### src/rtl/mm_pkg.sv
package mm_pkg;
  localparam int DIM = 2;
  localparam int NEL = DIM * DIM;

  typedef enum logic [1:0] {
    ST_IDLE  = 2'd0,
    ST_RUN   = 2'd1,
    ST_CHECK = 2'd2
  } core_st_e;

  localparam logic [1:0] TGT_A   = 2'd0;
  localparam logic [1:0] TGT_B   = 2'd1;
  localparam logic [1:0] TGT_EXP = 2'd2;

  // active-low segment pattern, bit 0 = a ... bit 6 = g
  function automatic logic [6:0] seg7_lo(input logic [3:0] v);
    logic [6:0] on;
    case (v)
      4'd0: on = 7'h3F;
      4'd1: on = 7'h06;
      4'd2: on = 7'h5B;
      4'd3: on = 7'h4F;
      4'd4: on = 7'h66;
      4'd5: on = 7'h6D;
      4'd6: on = 7'h7D;
      4'd7: on = 7'h07;
      4'd8: on = 7'h7F;
      default: on = 7'h00;
    endcase
    return ~on;
  endfunction
endpackage

### src/rtl/sw_debounce.sv
module sw_debounce #(
  parameter int DEB_CYCLES = 16
) (
  input  logic clk,
  input  logic rst_n,
  input  logic raw,
  output logic level
);
  localparam int CW = $clog2(DEB_CYCLES + 1);

  logic       sync1_q, sync2_q;
  logic       level_q, level_d;
  logic [CW-1:0] cnt_q, cnt_d;

  always_comb begin
    level_d = level_q;
    cnt_d   = '0;
    if (sync2_q != level_q) begin
      if (cnt_q == CW'(DEB_CYCLES - 1)) begin
        level_d = sync2_q;
      end else begin
        cnt_d = cnt_q + 1'b1;
      end
    end
  end

  always_ff @(posedge clk or negedge rst_n) begin
    if (!rst_n) begin
      sync1_q <= 1'b0;
      sync2_q <= 1'b0;
      level_q <= 1'b0;
      cnt_q   <= '0;
    end else begin
      sync1_q <= raw;
      sync2_q <= sync1_q;
      level_q <= level_d;
      cnt_q   <= cnt_d;
    end
  end

  assign level = level_q;
endmodule

### src/rtl/mm_core.sv
module mm_core
  import mm_pkg::*;
#(
  parameter int EW = 2,
  parameter int ZW = 2 * EW
) (
  input  logic                clk,
  input  logic                rst_n,
  input  logic                wr_en,
  input  logic [1:0]          wr_tgt,
  input  logic [1:0]          wr_idx,
  input  logic [ZW-1:0]       wr_data,
  input  logic                load_a,
  input  logic                load_b,
  input  logic                start,
  output logic [NEL*ZW-1:0]   z_flat,
  output logic                busy,
  output logic                done,
  output logic                ok
);
  localparam int IW = $clog2(NEL);

  logic [EW-1:0] a_q [NEL];
  logic [EW-1:0] b_q [NEL];
  logic [ZW-1:0] e_q [NEL];
  logic [ZW-1:0] z_q [NEL];

  core_st_e      st_q, st_d;
  logic [IW-1:0] idx_q, idx_d;
  logic          done_q, done_d, ok_q, ok_d;
  logic [ZW-1:0] elem;
  logic          match;
  logic [IW-1:0] ia0, ia1, ib0, ib1;

  // operand indices for the element being produced this cycle
  assign ia0 = {idx_q[1], 1'b0};
  assign ia1 = {idx_q[1], 1'b1};
  assign ib0 = {1'b0, idx_q[0]};
  assign ib1 = {1'b1, idx_q[0]};
  assign elem = ZW'(a_q[ia0]) * ZW'(b_q[ib0]) + ZW'(a_q[ia1]) * ZW'(b_q[ib1]);

  always_comb begin
    match = 1'b1;
    for (int k = 0; k < NEL; k++) begin
      if (z_q[k] != e_q[k]) match = 1'b0;
    end
  end

  always_comb begin
    st_d   = st_q;
    idx_d  = idx_q;
    done_d = done_q;
    ok_d   = ok_q;
    case (st_q)
      ST_IDLE: begin
        if (start) begin
          st_d   = ST_RUN;
          idx_d  = '0;
          done_d = 1'b0;
          ok_d   = 1'b0;
        end
      end
      ST_RUN: begin
        idx_d = idx_q + 1'b1;
        if (idx_q == IW'(NEL - 1)) st_d = ST_CHECK;
      end
      ST_CHECK: begin
        done_d = 1'b1;
        ok_d   = match;
        st_d   = ST_IDLE;
      end
      default: st_d = ST_IDLE;
    endcase
  end

  always_ff @(posedge clk or negedge rst_n) begin
    if (!rst_n) begin
      st_q   <= ST_IDLE;
      idx_q  <= '0;
      done_q <= 1'b0;
      ok_q   <= 1'b0;
    end else begin
      st_q   <= st_d;
      idx_q  <= idx_d;
      done_q <= done_d;
      ok_q   <= ok_d;
    end
  end

  for (genvar k = 0; k < NEL; k++) begin : g_ent
    logic wa, wb, we, wz;
    assign wa = wr_en && (wr_tgt == TGT_A) && load_a && (wr_idx == IW'(k));
    assign wb = wr_en && (wr_tgt == TGT_B) && load_b && (wr_idx == IW'(k));
    assign we = wr_en && (wr_tgt == TGT_EXP) && (wr_idx == IW'(k));
    assign wz = (st_q == ST_RUN) && (idx_q == IW'(k));

    always_ff @(posedge clk or negedge rst_n) begin
      if (!rst_n) begin
        a_q[k] <= '0;
        b_q[k] <= '0;
        e_q[k] <= '0;
        z_q[k] <= '0;
      end else begin
        if (wa) a_q[k] <= wr_data[EW-1:0];
        if (wb) b_q[k] <= wr_data[EW-1:0];
        if (we) e_q[k] <= wr_data;
        if (wz) z_q[k] <= elem;
      end
    end

    assign z_flat[k*ZW +: ZW] = z_q[k];
  end

  assign busy = (st_q != ST_IDLE);
  assign done = done_q;
  assign ok   = ok_q;
endmodule

### src/rtl/seg_scan.sv
module seg_scan
  import mm_pkg::*;
#(
  parameter int REFRESH_CYCLES = 8,
  parameter int ZW = 4
) (
  input  logic              clk,
  input  logic              rst_n,
  input  logic              show,
  input  logic [NEL*ZW-1:0] z_flat,
  output logic [NEL-1:0]    an_n,
  output logic [6:0]        seg_n
);
  localparam int CW = $clog2(REFRESH_CYCLES);
  localparam int DW = $clog2(NEL);

  logic [CW-1:0]  cnt_q, cnt_d;
  logic [DW-1:0]  dig_q, dig_d;
  logic [NEL-1:0] an_q, an_d;
  logic [6:0]     seg_q, seg_d;
  logic [ZW-1:0]  val;
  logic           tick;

  assign val  = z_flat[dig_q*ZW +: ZW];
  assign tick = (cnt_q == CW'(REFRESH_CYCLES - 1));

  always_comb begin
    cnt_d = tick ? '0 : cnt_q + 1'b1;
    dig_d = tick ? dig_q + 1'b1 : dig_q;
    if (show) begin
      an_d  = ~(NEL'(1) << dig_q);
      seg_d = seg7_lo(4'(val));
    end else begin
      an_d  = '1;
      seg_d = '1;
    end
  end

  always_ff @(posedge clk or negedge rst_n) begin
    if (!rst_n) begin
      cnt_q <= '0;
      dig_q <= '0;
      an_q  <= '1;
      seg_q <= '1;
    end else begin
      cnt_q <= cnt_d;
      dig_q <= dig_d;
      an_q  <= an_d;
      seg_q <= seg_d;
    end
  end

  assign an_n  = an_q;
  assign seg_n = seg_q;
endmodule

### src/rtl/mat2_switch_mult.sv
module mat2_switch_mult
  import mm_pkg::*;
#(
  parameter int EW             = 2,
  parameter int DEB_CYCLES     = 16,
  parameter int REFRESH_CYCLES = 8
) (
  input  logic       clk,
  input  logic       rst_n,
  input  logic       wr_en,
  input  logic [1:0] wr_tgt,
  input  logic [1:0] wr_idx,
  input  logic [3:0] wr_data,
  input  logic       sw_load_a,
  input  logic       sw_load_b,
  input  logic       sw_mult,
  input  logic       sw_show,
  output logic [6:0] seg_n,
  output logic       dp_n,
  output logic [3:0] an_n,
  output logic       led_ok,
  output logic       done
);
  localparam int ZW  = 2 * EW;
  localparam int NSW = 4;

  logic [NSW-1:0]    sw_raw, sw_db;
  logic              mult_prev_q;
  logic              start_w, busy_w, ok_w;
  logic [NEL*ZW-1:0] z_flat;

  // 0 load A, 1 load B, 2 multiply, 3 show
  assign sw_raw = {sw_show, sw_mult, sw_load_b, sw_load_a};

  for (genvar s = 0; s < NSW; s++) begin : g_sw
    sw_debounce #(.DEB_CYCLES(DEB_CYCLES)) u_deb (
      .clk   (clk),
      .rst_n (rst_n),
      .raw   (sw_raw[s]),
      .level (sw_db[s])
    );
  end

  always_ff @(posedge clk or negedge rst_n) begin
    if (!rst_n) mult_prev_q <= 1'b0;
    else        mult_prev_q <= sw_db[2];
  end

  assign start_w = sw_db[2] && !mult_prev_q && !sw_db[0] && !sw_db[1];

  mm_core #(.EW(EW), .ZW(ZW)) u_core (
    .clk     (clk),
    .rst_n   (rst_n),
    .wr_en   (wr_en),
    .wr_tgt  (wr_tgt),
    .wr_idx  (wr_idx),
    .wr_data (ZW'(wr_data)),
    .load_a  (sw_db[0]),
    .load_b  (sw_db[1]),
    .start   (start_w),
    .z_flat  (z_flat),
    .busy    (busy_w),
    .done    (done),
    .ok      (ok_w)
  );

  seg_scan #(.REFRESH_CYCLES(REFRESH_CYCLES), .ZW(ZW)) u_scan (
    .clk    (clk),
    .rst_n  (rst_n),
    .show   (sw_db[3]),
    .z_flat (z_flat),
    .an_n   (an_n),
    .seg_n  (seg_n)
  );

  assign led_ok = ok_w;
  assign dp_n   = 1'b1;
endmodule

### config.mk
export PLATFORM = sky130hd
export DESIGN_NAME = mat2_switch_mult
export DESIGN_NICKNAME = d
export VERILOG_FILES = /design/src/rtl/mm_pkg.sv /design/src/rtl/sw_debounce.sv /design/src/rtl/mm_core.sv /design/src/rtl/seg_scan.sv /design/src/rtl/mat2_switch_mult.sv
export SDC_FILE = /design/constraint.sdc
export NUM_CORES = 1
export LEC_CHECK = 0
export BUFFER_PORTS_ARGS = -buffer_cell sky130_fd_sc_hd__buf_2
export CORE_UTILIZATION = 45
export DETAILED_ROUTE_END_ITERATION = 16
export SYNTH_ARGS = -nofsm -noshare
export SYNTH_HDL_FRONTEND = slang
export SYNTH_SLANG_ARGS = --single-unit
### constraint.sdc
create_clock -name clk -period 3.91 [get_ports clk]
set_clock_uncertainty 0.2 [all_clocks]
set_input_delay 0.391 -clock clk [delete_from_list [all_inputs] [get_ports clk]]
set_output_delay 0.391 -clock clk [all_outputs]
set_load 0.05 [all_outputs]
==> flow_summary.toml <==
[clock_tree]
clk_pin_slew_ns = 0.10
clk_latency_ns = 0.36
cts_buffer_depth = 2
cts_resized = 0
numCtsBuffers = 9
htreeDepth = 3
root_buffer = "clkbuf_8"
cts_tree = "yes"
cts_sinks = 103
post-cts-setup-buffers = 0

[die]
core_um2 = 9910
start_util = 0.471
row_count = 36
die-area_um2 = 10800
chipHeight_um = 104
die_w_um = 104
pin_count = 29

[timing]
rsz0062_at_grt = "false"
finalCritPeriodShare = 0.797
hold_slack_ns = 0.00351
min_period_ns = 3.12
tns_ns = 0
max-slew-margin-rel = 0.317
worstMarginPinSlew_ns = 1.02
finalSetupViolCount = 0
slew_viol_final = 0
hold_viol_final = 0
fmax_mhz = 321

[logic_synthesis]
avgSynthCellArea_um2 = 12.4
synth_top_family_by_area = "multiplexers"
ys_top_cells_by_area = "dfrtp_1 49%, mux2_2 11%, dfstp_2 6.2%"
synth_edf_count = 0
yosysUniqueCellTypes = 39
async_flop_share = 1.00
synth_compound_gate_area_share = 0.0319
synth_fa_ha_area_frac = 0.0718
synth_top_area_cell = "dfrtp_1"
seq_area_frac_synth = 0.555
ys_top_cells_by_count = "92 x dfrtp_1, 44 x mux2_2, 34 x nor2_1"
synthMuxAreaShare = 0.150
ys_ff_latch = 103
yosys.area_share.simple = 0.110
synth-xor-area-share = 0.0563
synth_area_um2 = 4670
synth_most_common_cell = "dfrtp_1"
yosys_warnings = 0
syn-num-nets = 416
postSynthCellCount = 376
synth_top_area_share = 0.493
synth_ff_type = "dfrtp_1"

[detailed_routing]
drt_first_pass_iters = 4
vias = 2719
drc = 0
ant_nets = 0
routed_via_density = 4.96
routed_wl_mm = 7.79
drt_iter0_drc = 67
wl_per_cell_um = 14.2

[global_route]
grt.overflow.total = 0
grt_max_degree = 85
antenna_found_initial = 0
grt_use_total = 0.161
first_global_vias = 2757
grt_pass1_wl_mm = 13.5

[worst_hold_path]
hold_class = "primary input to async pin"

[critical_path]
cp.arrival_ns = 3.15
slowest_delay_ns = 0.55
cp_slowest_cell = "dfrtp_1"
worst-path-max-fanout = 8
start_kind = "flip-flop"
path_class = "flip-flop to flip-flop"
end_kind = "flip-flop"
required_ns = 3.94
crit_chain = "mux2i_1 -> or2_2 -> fa_1 -> inv_1 -> ha_1 -> ha_1 -> inv_1 -> fa_1 -> xor2_1 -> o21ai_0"

[cells_and_area]
stdcell_area_um2 = 5130
insertedDiodeCount = 0
final_cells = 548
fin_nets = 451
final_layout_size_suffix_gt1_frac = 0.253
area_growth_pct = 9.83
fillers = 929

[place]
port_buffers = 27
place_congestion = 0.750
place_area_um2 = 4930
dp_hpwl_mm = 5.67
placedCellCount = 529

[power_and_ir_drop]
irDropWorstVdd_mv = 0.187
leakage_nw = 2.49
power.density_nw_per_um2 = 368

[run_status]
status = "finished, final reports clean"

[run]
maxCapViolations = 0
metrics by stage:
step | worst slack [ns] | utilization | power, W
floorplan | 0.877 | - | 0.00128
global placement | 0.881 | 0.498 | 0.00134
detailed placement | 0.795 | 0.498 | 0.00134
CTS | 0.773 | 0.518 | 0.00192
global route | 0.581 | 0.518 | 0.00199
finish | 0.792 | 0.518 | 0.00189
cell families (layout without fill, tap and decap cells):
group           Yosys count  count (layout)
compound gates           28              28
fa+ha+maj                25              25
xor+xnor                 30              30
simple gates            105             105
buf+inv                  26              65
other cells               1               1
flops                   103             103
mux                      58              58
registers in the layout, indices dropped and copies added (netlist names), 2 cells and up:
signal	cells
g_sw.u_deb.cnt_q	20
g_sw.u_deb.level	4
g_sw.u_deb.sync1_q	4
g_sw.u_deb.sync2_q	4
u_core.a_q	8
u_core.b_q	8
u_core.e_q	16
u_core.idx_q	2
u_core.st_q	2
u_core.z_flat	16
u_scan.an_n	4
u_scan.cnt_q	3
u_scan.dig_q	2
u_scan.seg_n	7
repair_timing:
item | CTS | global route
setup endpoints to repair | 0 | 0
hold buffers | 4 | 0
endpoints found under the hold margin | 4 | 0
final cells by class:
class | instances | area [µm²] | share of cell area
inverters | 18 | 67.6 | 0.0132
clock buffers | 12 | 135 | 0.0263
clock inverters | 3 | 21.3 | 0.00415
flip-flops and latches | 103 | 2590 | 0.505
repair buffers | 32 | 185 | 0.0361
multi-input cells | 247 | 1960 | 0.383
well taps | 133 | 166 | 0.0324
routing by layer:
layer / track usage / up-vias / share of wire
li1: - / 1326 / -
met1: 0.222 / 1355 / 0.50
met2: 0.248 / 34 / 0.46
met3: 0.0401 / 4 / 0.027
met4: 0.0551 / 0 / 0.0086
met5: 0 / - / 0
power by group:
group / leakage, nW / switching (W) / total (W) / internal [W]
Clock: 0.0764 / 0.000337 / 0.000566 / 0.000229
Combinational: 1.07 / 0.0000744 / 0.000151 / 0.0000768
Sequential: 1.34 / 0.0000490 / 0.00117 / 0.00112
path summary, 6_finish.rpt:
path,start,end,slack (ns),cells past startpoint
worst min register to register,g_sw[0].u_deb.sync1_q$_DFF_PN0_,g_sw[0].u_deb.sync2_q$_DFF_PN0_,0.15,0
max in group asynchronous,rst_n,u_core.z_flat[12]$_DFFE_PN0P_,2.65,2
worst max register to register,u_core.idx_q[1]$_DFFE_PN0P_,u_core.z_flat[3]$_DFFE_PN0P_,0.79,10
min in group clk,wr_data[2],u_core.e_q[2]$_DFFE_PN0P_,0.12,2
worst max-delay path,u_core.idx_q[1]$_DFFE_PN0P_,u_core.z_flat[3]$_DFFE_PN0P_,0.79,10
worst min-delay path,rst_n,g_sw[0].u_deb.cnt_q[4]$_DFF_PN0_,0.004,1
worst max-delay path, delay by kind of cell (launching register included):
family	cells	cell delay (ns)
AND/OR/NAND/NOR	1	0.33
buffers and inverters	2	0.08
adder cells (fa/ha/maj)	4	1.29
XOR/XNOR	1	0.26
multiplexers	1	0.15
AO/OA/AOI/OAI	1	0.13
flip-flops	1	0.55
placed cells by master, fill, tap and decap left out, types with 4 or more instances in the layout:
cell type | netlist | final
and2_1 | 5 | 5
and3_1 | 4 | 4
buf_2 | 0 | 26
clkbuf_8 | 0 | 9
dfrtp_1 | 92 | 92
dfstp_2 | 11 | 11
dlygate4sd3_1 | 0 | 4
ha_1 | 22 | 22
inv_1 | 18 | 18
mux2_2 | 44 | 44
mux2i_1 | 9 | 9
nand2_1 | 24 | 24
nand2b_1 | 5 | 5
nand3_1 | 12 | 12
nand3b_1 | 4 | 4
nor2_1 | 34 | 34
nor2b_1 | 4 | 4
o21ai_0 | 21 | 21
xor2_1 | 29 | 29
Power figures use the tool's default switching activity.
